<file path="config.mk">
export PLATFORM = sky130hd
export DESIGN_NAME = i2c_slave_port
export DESIGN_NICKNAME = d
export VERILOG_FILES = /design/src/rtl/i2csp_pkg.sv /design/src/rtl/i2csp_line_mon.sv /design/src/rtl/i2csp_engine.sv /design/src/rtl/i2csp_regs.sv /design/src/rtl/i2c_slave_port.sv
export SDC_FILE = /design/constraint.sdc
export NUM_CORES = 1
export LEC_CHECK = 0
export ABC_AREA = 1
export CORE_MARGIN = 2
export CORE_UTILIZATION = 55
export CTS_BUF_LIST = sky130_fd_sc_hd__clkbuf_4
export CTS_CLUSTER_DIAMETER = 30
export DETAILED_ROUTE_END_ITERATION = 16
export HOLD_SLACK_MARGIN = 0.02
export PLACE_DENSITY = 0.75
export SYNTH_ARGS = -nofsm -noshare
export SYNTH_HDL_FRONTEND = slang
export SYNTH_SLANG_ARGS = --single-unit
</file>
<file path="constraint.sdc">
create_clock -name clk -period 1.95 [get_ports clk]
set_input_delay 0.4875 -clock clk [delete_from_list [all_inputs] [get_ports clk]]
set_output_delay 0.4875 -clock clk [all_outputs]
set_load 0.005 [all_outputs]
</file>
<file path="src/rtl/i2csp_pkg.sv">
package i2csp_pkg;

  localparam int BYTE_W = 8;
  localparam int OWN_ADDR_W = 10;
  localparam int CNT_W = $clog2(BYTE_W + 1);

  localparam logic [1:0] REG_BUF  = 2'd0;
  localparam logic [1:0] REG_ADDR = 2'd1;
  localparam logic [1:0] REG_CTRL = 2'd2;
  localparam logic [1:0] REG_STAT = 2'd3;

  localparam logic [4:0] TEN_BIT_TAG = 5'b11110;
  localparam logic [BYTE_W-1:0] GCALL_BYTE = '0;

  typedef enum logic [2:0] {
    ST_IDLE,
    ST_ADDR,
    ST_ADDR10,
    ST_RXDATA,
    ST_TXDATA,
    ST_WAIT
  } eng_state_t;

  function automatic logic hit7(input logic [BYTE_W-1:0] b, input logic [6:0] own);
    return b[7:1] == own;
  endfunction

  function automatic logic hit10_hi(input logic [BYTE_W-1:0] b, input logic [1:0] hi);
    return (b[7:3] == TEN_BIT_TAG) && (b[2:1] == hi);
  endfunction

  function automatic logic hit_gcall(input logic [BYTE_W-1:0] b, input logic enable);
    return enable && (b == GCALL_BYTE);
  endfunction

endpackage

</file>
<file path="src/rtl/i2csp_line_mon.sv">
module i2csp_line_mon #(
  parameter int SYNC_STAGES = 2
) (
  input  logic clk,
  input  logic rst_n,
  input  logic scl_in,
  input  logic sda_in,
  output logic sda_lvl,
  output logic scl_rise,
  output logic scl_fall,
  output logic start_evt,
  output logic stop_evt
);

  localparam int TOP = SYNC_STAGES - 1;

  logic [SYNC_STAGES-1:0] scl_pipe;
  logic [SYNC_STAGES-1:0] sda_pipe;
  logic scl_prev;
  logic sda_prev;
  logic scl_now;

  generate
    if (SYNC_STAGES == 1) begin : g_one
      always_ff @(posedge clk or negedge rst_n) begin
        if (!rst_n) begin
          scl_pipe <= '1;
          sda_pipe <= '1;
        end else begin
          scl_pipe <= scl_in;
          sda_pipe <= sda_in;
        end
      end
    end else begin : g_many
      always_ff @(posedge clk or negedge rst_n) begin
        if (!rst_n) begin
          scl_pipe <= '1;
          sda_pipe <= '1;
        end else begin
          scl_pipe <= {scl_pipe[TOP-1:0], scl_in};
          sda_pipe <= {sda_pipe[TOP-1:0], sda_in};
        end
      end
    end
  endgenerate

  always_ff @(posedge clk or negedge rst_n) begin
    if (!rst_n) begin
      scl_prev <= 1'b1;
      sda_prev <= 1'b1;
    end else begin
      scl_prev <= scl_pipe[TOP];
      sda_prev <= sda_pipe[TOP];
    end
  end

  assign scl_now   = scl_pipe[TOP];
  assign sda_lvl   = sda_pipe[TOP];
  assign scl_rise  = scl_now & ~scl_prev;
  assign scl_fall  = ~scl_now & scl_prev;
  assign start_evt = scl_now & scl_prev & sda_prev & ~sda_lvl;
  assign stop_evt  = scl_now & scl_prev & ~sda_prev & sda_lvl;

endmodule

</file>
<file path="src/rtl/i2csp_engine.sv">
module i2csp_engine
  import i2csp_pkg::*;
(
  input  logic                  clk,
  input  logic                  rst_n,
  input  logic                  sda_lvl,
  input  logic                  scl_rise,
  input  logic                  scl_fall,
  input  logic                  start_evt,
  input  logic                  stop_evt,
  input  logic [OWN_ADDR_W-1:0] own_addr,
  input  logic                  ten_bit,
  input  logic                  gc_en,
  input  logic                  buf_full,
  input  logic [BYTE_W-1:0]     buf_q,
  input  logic                  host_load,
  input  logic [BYTE_W-1:0]     host_wdata,
  output logic                  sda_oe,
  output logic                  rx_store,
  output logic [BYTE_W-1:0]     rx_byte,
  output logic                  ovf_evt,
  output logic                  match_evt,
  output logic                  match_rw,
  output logic                  match_gc,
  output logic                  tx_done
);

  eng_state_t           state;
  logic [BYTE_W-1:0]    shreg;
  logic [CNT_W-1:0]     bit_cnt;
  logic                 ack_phase;
  logic                 master_nack;
  logic                 hi10_ok;

  logic                 byte_done;
  logic                 is_gc;
  logic                 hit_7;
  logic                 hit_hi;
  logic                 hit_lo;

  assign byte_done = scl_fall && !ack_phase && (bit_cnt == CNT_W'(BYTE_W));
  assign is_gc     = hit_gcall(shreg, gc_en);
  assign hit_7     = hit7(shreg, own_addr[6:0]);
  assign hit_hi    = hit10_hi(shreg, own_addr[9:8]);
  assign hit_lo    = shreg == own_addr[7:0];
  assign rx_byte   = shreg;

  always_ff @(posedge clk or negedge rst_n) begin
    if (!rst_n) begin
      state       <= ST_IDLE;
      shreg       <= '0;
      bit_cnt     <= '0;
      ack_phase   <= 1'b0;
      master_nack <= 1'b0;
      hi10_ok     <= 1'b0;
      sda_oe      <= 1'b0;
      rx_store    <= 1'b0;
      ovf_evt     <= 1'b0;
      match_evt   <= 1'b0;
      match_rw    <= 1'b0;
      match_gc    <= 1'b0;
      tx_done     <= 1'b0;
    end else begin
      rx_store  <= 1'b0;
      ovf_evt   <= 1'b0;
      match_evt <= 1'b0;
      tx_done   <= 1'b0;
      if (stop_evt) begin
        state     <= ST_IDLE;
        sda_oe    <= 1'b0;
        ack_phase <= 1'b0;
        bit_cnt   <= '0;
        hi10_ok   <= 1'b0;
      end else if (start_evt) begin
        state     <= ST_ADDR;
        sda_oe    <= 1'b0;
        ack_phase <= 1'b0;
        bit_cnt   <= '0;
      end else if (state == ST_IDLE || state == ST_WAIT) begin
        if (host_load) shreg <= host_wdata;
      end else if (scl_rise) begin
        if (!ack_phase) begin
          if (state == ST_TXDATA) shreg <= {shreg[BYTE_W-2:0], 1'b0};
          else                    shreg <= {shreg[BYTE_W-2:0], sda_lvl};
          bit_cnt <= bit_cnt + 1'b1;
        end else if (state == ST_TXDATA) begin
          master_nack <= sda_lvl;
        end
      end else if (scl_fall && ack_phase) begin
        ack_phase <= 1'b0;
        bit_cnt   <= '0;
        if (state == ST_TXDATA && master_nack) begin
          state  <= ST_WAIT;
          sda_oe <= 1'b0;
        end else if (state == ST_TXDATA) begin
          sda_oe <= ~shreg[BYTE_W-1];
        end else begin
          sda_oe <= 1'b0;
        end
      end else if (byte_done) begin
        ack_phase <= 1'b1;
        unique case (state)
          ST_ADDR: begin
            if (is_gc) begin
              sda_oe <= 1'b1; match_evt <= 1'b1; match_rw <= 1'b0; match_gc <= 1'b1;
              state  <= ST_RXDATA;
            end else if (!ten_bit && hit_7) begin
              sda_oe <= 1'b1; match_evt <= 1'b1; match_rw <= shreg[0]; match_gc <= 1'b0;
              if (shreg[0]) begin
                state <= ST_TXDATA; shreg <= buf_q; master_nack <= 1'b0;
              end else begin
                state <= ST_RXDATA;
              end
            end else if (ten_bit && hit_hi && !shreg[0]) begin
              sda_oe <= 1'b1;
              state  <= ST_ADDR10;
            end else if (ten_bit && hit_hi && hi10_ok) begin
              sda_oe <= 1'b1; match_evt <= 1'b1; match_rw <= 1'b1; match_gc <= 1'b0;
              state  <= ST_TXDATA; shreg <= buf_q; master_nack <= 1'b0;
            end else begin
              state <= ST_WAIT;
            end
          end
          ST_ADDR10: begin
            if (hit_lo) begin
              sda_oe <= 1'b1; match_evt <= 1'b1; match_rw <= 1'b0; match_gc <= 1'b0;
              hi10_ok <= 1'b1;
              state  <= ST_RXDATA;
            end else begin
              state <= ST_WAIT;
            end
          end
          ST_RXDATA: begin
            if (buf_full) ovf_evt <= 1'b1;
            else begin
              rx_store <= 1'b1;
              sda_oe   <= 1'b1;
            end
          end
          ST_TXDATA: begin
            sda_oe  <= 1'b0;
            tx_done <= 1'b1;
          end
          default: state <= ST_WAIT;
        endcase
      end else if (scl_fall && state == ST_TXDATA) begin
        sda_oe <= ~shreg[BYTE_W-1];
      end else if (host_load) begin
        shreg <= host_wdata;
      end
    end
  end

endmodule

</file>
<file path="src/rtl/i2csp_regs.sv">
module i2csp_regs
  import i2csp_pkg::*;
(
  input  logic                  clk,
  input  logic                  rst_n,
  input  logic [1:0]            host_addr,
  input  logic                  host_wr,
  input  logic                  host_rd,
  input  logic [BYTE_W-1:0]     host_wdata,
  output logic [BYTE_W-1:0]     host_rdata,
  input  logic                  start_evt,
  input  logic                  stop_evt,
  input  logic                  rx_store,
  input  logic [BYTE_W-1:0]     rx_byte,
  input  logic                  ovf_evt,
  input  logic                  match_evt,
  input  logic                  match_rw,
  input  logic                  match_gc,
  input  logic                  tx_done,
  output logic [OWN_ADDR_W-1:0] own_addr,
  output logic                  ten_bit,
  output logic                  gc_en,
  output logic                  buf_full,
  output logic [BYTE_W-1:0]     buf_q,
  output logic                  host_load,
  output logic [BYTE_W-1:0]     stat_vec,
  output logic                  irq
);

  logic [BYTE_W-1:0] addr_lo;
  logic [4:0]        ctrl;
  logic              st_rw, st_data, st_start, st_stop, st_gc, st_ovf, st_irq;
  logic              wr_stat, wr_buf, rd_buf;
  logic              irq_set;

  assign wr_stat   = host_wr && host_addr == REG_STAT;
  assign wr_buf    = host_wr && host_addr == REG_BUF;
  assign rd_buf    = host_rd && host_addr == REG_BUF;
  assign host_load = wr_buf;
  assign irq_set   = match_evt || rx_store || tx_done || (ctrl[4] && (start_evt || stop_evt));

  assign ten_bit  = ctrl[0];
  assign gc_en    = ctrl[1];
  assign own_addr = {ctrl[3:2], addr_lo};
  assign stat_vec = {st_irq, st_ovf, st_gc, st_stop, st_start, st_data, st_rw, buf_full};
  assign irq      = st_irq;

  always_comb begin
    unique case (host_addr)
      REG_BUF:  host_rdata = buf_q;
      REG_ADDR: host_rdata = addr_lo;
      REG_CTRL: host_rdata = {3'b000, ctrl};
      default:  host_rdata = stat_vec;
    endcase
  end

  always_ff @(posedge clk or negedge rst_n) begin
    if (!rst_n) begin
      addr_lo <= '0;
      ctrl    <= '0;
    end else if (host_wr) begin
      if (host_addr == REG_ADDR) addr_lo <= host_wdata;
      if (host_addr == REG_CTRL) ctrl    <= host_wdata[4:0];
    end
  end

  always_ff @(posedge clk or negedge rst_n) begin
    if (!rst_n) begin
      buf_q    <= '0;
      buf_full <= 1'b0;
    end else begin
      if (rx_store)    buf_q <= rx_byte;
      else if (wr_buf) buf_q <= host_wdata;
      if (rx_store)     buf_full <= 1'b1;
      else if (tx_done) buf_full <= 1'b0;
      else if (wr_buf)  buf_full <= 1'b1;
      else if (rd_buf)  buf_full <= 1'b0;
    end
  end

  always_ff @(posedge clk or negedge rst_n) begin
    if (!rst_n) begin
      st_rw <= 1'b0; st_data <= 1'b0; st_start <= 1'b0; st_stop <= 1'b0;
      st_gc <= 1'b0; st_ovf <= 1'b0; st_irq <= 1'b0;
    end else begin
      if (start_evt) begin
        st_start <= 1'b1; st_stop <= 1'b0;
      end else if (stop_evt) begin
        st_start <= 1'b0; st_stop <= 1'b1;
      end
      if (match_evt) begin
        st_rw <= match_rw; st_data <= 1'b0; st_gc <= match_gc;
      end else if (rx_store) begin
        st_data <= 1'b1;
      end
      if (ovf_evt)      st_ovf <= 1'b1;
      else if (wr_stat) st_ovf <= host_wdata[6];
      if (irq_set)      st_irq <= 1'b1;
      else if (wr_stat) st_irq <= host_wdata[7];
    end
  end

endmodule

</file>
<file path="src/rtl/i2c_slave_port.sv">
module i2c_slave_port
  import i2csp_pkg::*;
#(
  parameter int SYNC_STAGES = 2
) (
  input  logic              clk,
  input  logic              rst_n,
  input  logic              scl_in,
  input  logic              sda_in,
  output logic              sda_pull_low,
  input  logic [1:0]        host_addr,
  input  logic              host_wr,
  input  logic              host_rd,
  input  logic [BYTE_W-1:0] host_wdata,
  output logic [BYTE_W-1:0] host_rdata,
  output logic              irq,
  output logic              addr_match
);

  logic                  sda_lvl, scl_rise, scl_fall, start_evt, stop_evt;
  logic [OWN_ADDR_W-1:0] own_addr;
  logic                  ten_bit, gc_en, buf_full, host_load;
  logic [BYTE_W-1:0]     buf_q, rx_byte, stat_vec;
  logic                  sda_oe, rx_store, ovf_evt, match_evt, match_rw, match_gc, tx_done;

  i2csp_line_mon #(.SYNC_STAGES(SYNC_STAGES)) u_line (
    .clk(clk), .rst_n(rst_n), .scl_in(scl_in), .sda_in(sda_in),
    .sda_lvl(sda_lvl), .scl_rise(scl_rise), .scl_fall(scl_fall),
    .start_evt(start_evt), .stop_evt(stop_evt)
  );

  i2csp_engine u_eng (
    .clk(clk), .rst_n(rst_n), .sda_lvl(sda_lvl), .scl_rise(scl_rise),
    .scl_fall(scl_fall), .start_evt(start_evt), .stop_evt(stop_evt),
    .own_addr(own_addr), .ten_bit(ten_bit), .gc_en(gc_en),
    .buf_full(buf_full), .buf_q(buf_q), .host_load(host_load),
    .host_wdata(host_wdata), .sda_oe(sda_oe), .rx_store(rx_store),
    .rx_byte(rx_byte), .ovf_evt(ovf_evt), .match_evt(match_evt),
    .match_rw(match_rw), .match_gc(match_gc), .tx_done(tx_done)
  );

  i2csp_regs u_regs (
    .clk(clk), .rst_n(rst_n), .host_addr(host_addr), .host_wr(host_wr),
    .host_rd(host_rd), .host_wdata(host_wdata), .host_rdata(host_rdata),
    .start_evt(start_evt), .stop_evt(stop_evt), .rx_store(rx_store),
    .rx_byte(rx_byte), .ovf_evt(ovf_evt), .match_evt(match_evt),
    .match_rw(match_rw), .match_gc(match_gc), .tx_done(tx_done),
    .own_addr(own_addr), .ten_bit(ten_bit), .gc_en(gc_en),
    .buf_full(buf_full), .buf_q(buf_q), .host_load(host_load),
    .stat_vec(stat_vec), .irq(irq)
  );

  assign sda_pull_low = sda_oe;
  assign addr_match   = match_evt;

endmodule

</file>
Word level (Yosys, flattened, before mapping)
Cells that the tools add are included.
- add/sub/neg operators: 1
- equal/unequal tests: 43
- muxes and demuxes: 134
- bitwise gates (word level): 17
- reduce and logical (&&, ||, !) cells: 54
- operators by type and width (operator ; number):
    2-to-1 mux 8 bit ; 15
    2-to-1 mux 1 bit ; 95
    2-to-1 mux 3 bit ; 12
    2-to-1 mux 4 bit ; 6
    case mux 8 bit (3 select lines) ; 1
    nonzero test 2 bit ; 11
    AND reduction 10 bit ; 2
    inequality test 4 x 2 -> 1 bit (second input constant) ; 4
    logical AND 1 bit ; 15
    AND reduction 7 bit ; 2
    inequality test 2 x 1 -> 1 bit (second input constant) ; 6
    inequality test 6 x 4 -> 1 bit (second input constant) ; 2
    AND reduction 12 bit ; 1
    nonzero test 4 bit ; 3
    inequality test 5 bit (second input constant) ; 2
    NOT 1 bit ; 10
    inequality test 3 x 2 -> 1 bit (second input constant) ; 3
    inequality test 9 x 7 -> 1 bit (second input constant) ; 1
    case mux 3 bit (3 select lines) ; 1
    AND reduction 9 bit ; 1
    == test 8 bit ; 1
    logical NOT 8 bit ; 1
    inequality test 4 x 1 -> 1 bit (second input constant) ; 2
    inequality test 4 bit (second input constant) ; 2
    other kinds (28) ; 50
- register bits after elaboration: 60
- bits of input ports: 16
- output and inout bits: 11

Depth between registers and ports, before layout
- word-level depth: 15
- mapped depth: 15
- mapped depth without buffers: 13

Modules after synthesis
Synthesis repeated with hierarchy kept, for this count alone.
- cell total of the unflattened synthesis: 607
- area total of the unflattened synthesis: 4040.1 µm²
- modules (own cells, without submodules) (module ; seq. area each (µm²) ; area each (µm²) ; instances ; cells an instance):
    i2csp_engine ; 625.6 ; 2337.2 ; 1 ; 398
    i2csp_regs ; 725.7 ; 1503.9 ; 1 ; 192
    i2csp_line_mon ; 157.7 ; 198.9 ; 1 ; 17

Least setup slack after synthesis
Ideal clock, no wire load.
- kind: input-to-reg
- start point: input port host_addr[1]
- end point: register u_eng.shreg[1] (netlist: u_eng.rx_byte[1])
- arrival: 1526 ps
- setup slack: 306 ps
- stages on the path: 9
- buffers on the path: 1
- cell sequence: inv_1 -> nand2_1 -> nor2_2 -> clkbuf_1 -> o21ai_0 -> a22oi_1 -> nand2_1 -> nand3_1 -> nand2_1
- longest elaborated chain between the ends: 8
- RTL lines (item ; RTL line ; text):
    start, declared ; i2c_slave_port.sv:11 ; input logic [1:0] host_addr,
    logical NOT 2 bit * ; i2csp_regs.sv:37 ; assign wr_buf = host_wr && host_addr == REG_BUF;
    logical AND 1 bit * ; i2csp_regs.sv:37 ;
    2-to-1 mux 8 bit * ; n/a ;
    2-to-1 mux 8 bit (4 in a row) ; n/a ;
    2-to-1 mux 8 bit * ; n/a ;
    end signal, assigned ; i2csp_engine.sv:80 ; if (host_load) shreg <= host_wdata;
    end signal, assigned ; i2csp_engine.sv:83 ; if (state == ST_TXDATA) shreg <= {shreg[BYTE_W-2:0], 1'b0};
    end signal, assigned ; i2csp_engine.sv:84 ; else shreg <= {shreg[BYTE_W-2:0], sda_lvl};
    end, declared ; i2csp_engine.sv:29 ; logic [BYTE_W-1:0] shreg;
Every way passes the cells marked *; elsewhere a longest branch is shown, timed or not. The select of a mux whose other input is x is not followed.
A chain may end at the register's enable or synchronous reset.

Worst setup path after layout
- start point: input port host_addr[0]
- end point: output port host_rdata[2]
- longest elaborated chain between the ends: 2
- RTL lines (item ; RTL line ; text):
    == test 2 bit (tied with other cells) ; i2csp_regs.sv:49 ; unique case (host_addr)
    case mux 8 bit (3 select lines) * ; i2csp_regs.sv:49 ;
    end, declared ; i2c_slave_port.sv:15 ; output logic [BYTE_W-1:0] host_rdata,
Every way passes the cells marked *; elsewhere a longest branch is shown, timed or not.

==> metrics.md <==
| Metric | Value |
|---|---|
| Status | `finished clean` |
| Asr flop ratio synth | `1.00` |
| Final WL | `11.2 mm` |
| Hold slack | `50.7 ps` |
| DRT Pass-1 Iters | `5` |
| Final-report hold violation count | `0` |
| Peak VDD IR | `425 uV` |
| Synthesized flop and latch total | `60` |
| Clock buffer count from CTS | `9` |
| Core area | `0.00672 mm2` |
| Startpoint Class | `input pin` |
| Max frequency | `521 MHz` |
| Arrival time at the worst endpoint | `1430 ps` |
| Yosys warning count | `0` |
| I/O Pins | `27` |
| Mapped cell area | `0.00379 mm2` |
| Place WS | `-856 ps` |
| ANT nets after route | `0` |
| Post-synth top area share | `0.356` |
| H-tree levels | `3` |
| Crit. End Element | `primary output` |
| Critical path's top delay family | `buffers and inverters` |
| Slowest CP cell | `buf_2` |
| CP Buf/Inv Count | `6` |
| Post-route setup TNS | `0 ps` |
| Fin Clk Skew | `21.4 ps` |
| Final number of setup-violating endpoints | `0` |
| Top cells by area, synth | `dfrtp_1 36%, nand2_1 17%, nand3_1 6.2%, nor2_1 5.3%, inv_1 5.1%` |
| Post-synthesis instance total | `536` |
| Clock latency on the worst-skew pair | `430 ps` |
| Critical-path cell list | `buf_2, inv_2, nand2_2, inv_4, buf_4, buf_4, nand2_1, o2111ai_1, buf_2` |
| Final core utilization | `0.696` |
| Cell taking the most area after synthesis | `dfrtp_1` |
| CTS root buf | `clkbuf_4` |
| Maximum fanout along the worst path | `4` |
| Kind of critical path | `input pin to primary output` |
| Routed vias | `3892` |
| Clock-pin slew on the worst setup and hold paths | `120 ps` |
| RD Place Congestion | `0.989` |
| FILL cells | `574` |
| Final Critical Period | `1920 ps` |
| Iter 0 DRT Violations | `307` |
| Post-synthesis average cell area | `7.08 um2` |
| Vias in the first global route | `3589` |
| ANT cells | `0` |
| Distinct cells, synth | `38` |
| Initial antenna violation count | `0` |
| R2R Setup Slk | `90 ps` |
| Number of port buffers | `26` |
| Leak | `2.39 nW` |
| Post-DP HPWL | `8.30 mm` |
| CP required | `1460 ps` |
| Hold Path Class | `input pin to asynchronous set/reset pin` |
| GRT Util Overall | `0.315` |
| FP Rows | `30` |
| Die X | `87.1 um` |
| Slew @ Worst Pin | `495 ps` |
| Share of cells above drive strength 1 | `0.239` |
| RSZ-0062 raised after global routing | `yes` |
| Max-slew violation count | `0` |
| Origin of the critical flop-to-flop path | `u_line.scl_pipe[1]$_DFF_PN1_` |
| Die area | `0.00758 mm2` |
| First-pass GRT wire length | `18.1 mm` |
| Top FF cell, synth | `dfrtp_1` |
| DRC | `0` |
| Die Y | `87.1 um` |
| Post-synthesis sequential area ratio | `0.398` |
| Number of enable flip-flop cells after synthesis | `0` |
| Count leader, synth | `nand2_1` |
| Layout area overhead | `23.2%` |
| Routed WL per cell | `16.1 um` |
| CTS tree | `done` |
| Top cells by count, synth | `168 x nand2_1, 54 x dfrtp_1, 54 x nor2_1` |
| Reg2reg path depth | `9` |
| Clock Path Buffers | `2` |
| Final clock period utilization by the worst path | `0.985` |
| CTS Sinks | `60` |
| Vias per inst | `5.60` |
| Total global routing overflow | `0` |
| Maximum capacitance violations | `0` |
| Syn_nets | `554` |
| Cts hold-fix bufs | `0` |
| Initial core utilization | `0.565` |
| Slowest cell delay on critical path | `160 ps` |
| PnR worst setup slack | `30.1 ps` |
| PD cells | `1040 mW/mm2` |
| Largest net degree at the start of global routing | `61` |
| Slew headroom | `0.669` |
| Worst flop-to-flop path endpoint | `u_eng.rx_byte[7]$_DFFE_PN0P_` |
| Layout Nets | `628` |
-- power by group --
part,internal (mW),leakage (nW),switching (mW)
Sequential,1.49,0.749,0.382
Clock,0.514,0.0857,0.513
Combinational,0.779,1.55,1.18
-- area by class of cell --
class / count / area [um2] / area share
Clock buffer: 9 / 67.6 / 0.0145
Clock inverter: 7 / 91.3 / 0.0195
Inverter: 69 / 262 / 0.0559
Multi-Input combinational cell: 395 / 2030 / 0.434
Sequential cell: 60 / 1520 / 0.324
Tap cell: 80 / 100 / 0.0214
Timing Repair Buffer: 75 / 608 / 0.130
-- worst max-delay path by stage --
stage | start | endpoint | slack (ps) | depth (start not counted)
floorplan | host_addr[1] | u_eng.rx_byte[1]$_DFFE_PN0P_ | 310 | 9
global route | host_addr[0] | host_rdata[1] | -20 | 8
finish | host_addr[0] | host_rdata[2] | 30 | 9
detailed placement | host_addr[0] | host_rdata[3] | -860 | 8
CTS | u_eng.bit_cnt[0]$_DFFE_PN0P_ | u_eng.rx_byte[7]$_DFFE_PN0P_ | 20 | 12
global placement | host_addr[0] | host_rdata[3] | -810 | 8
-- routing by layer --
metal	share of wire	GRT usage	vias up
met1	0.43	0.433	1788
met4	0.029	0.124	0
met3	0.079	0.0711	33
li1	-	-	1883
met5	0	0	-
met2	0.46	0.482	188
-- repair_timing --
item / 4_1_cts / 5_1_grt
pin swaps: 1 / 5
resized for setup: 49 / 20
gates cloned: 0 / 1
setup endpoints to repair: 8 / 19
buffers inserted: 4 / 7
hold endpoints to repair: 0 / 0
-- through the flow --
stage	cell area, um2	power [mW]	cells
global route	4670	5.21	695
floorplan	3790	3.08	536
detailed placement	4380	3.72	667
finish	4670	4.87	695
CTS	4570	4.74	687
global placement	4380	3.68	667
-- flip-flops by register name, indices dropped and copies added, names as in the netlist, 2 cells and up --
| signal | flops |
|---|---|
| u_regs.addr_lo | 8 |
| u_eng.state | 3 |
| u_eng.rx_byte | 8 |
| u_regs.ctrl | 5 |
| u_line.sda_pipe | 2 |
| u_eng.bit_cnt | 4 |
| u_regs.buf_q | 8 |
| u_line.scl_pipe | 2 |
-- cell families after synthesis --
kind of cell	Yosys count	share of synthesized area
DFF	60	0.398
AOI/OAI and AO/OA	78	0.125
and+or+nand+nor	305	0.361
xor gates and xnor gates	9	0.0208
adders and majority gates	2	0.00659
buffers and inverters	82	0.0890
-- worst reg2reg max path, delay by kind of cell, from the launching register on --
family	cells	cell delay [ps]
buffers and inverters	2	230
AND/OR/NAND/NOR	7	900
flip-flops	1	630
-- cell usage in the layout (no fill, tap or decap), types with 9 or more instances in the layout --
master,count
buf_4,48
inv_2,23
nor2_1,50
o21ai_0,33
nand2_1,165
a21oi_1,9
xor2_1,9
dfrtp_1,49
clkdlybuf4s50_1,15
nand3_1,47
inv_1,45
clkbuf_4,9
(Power assumes the default switching activity.)
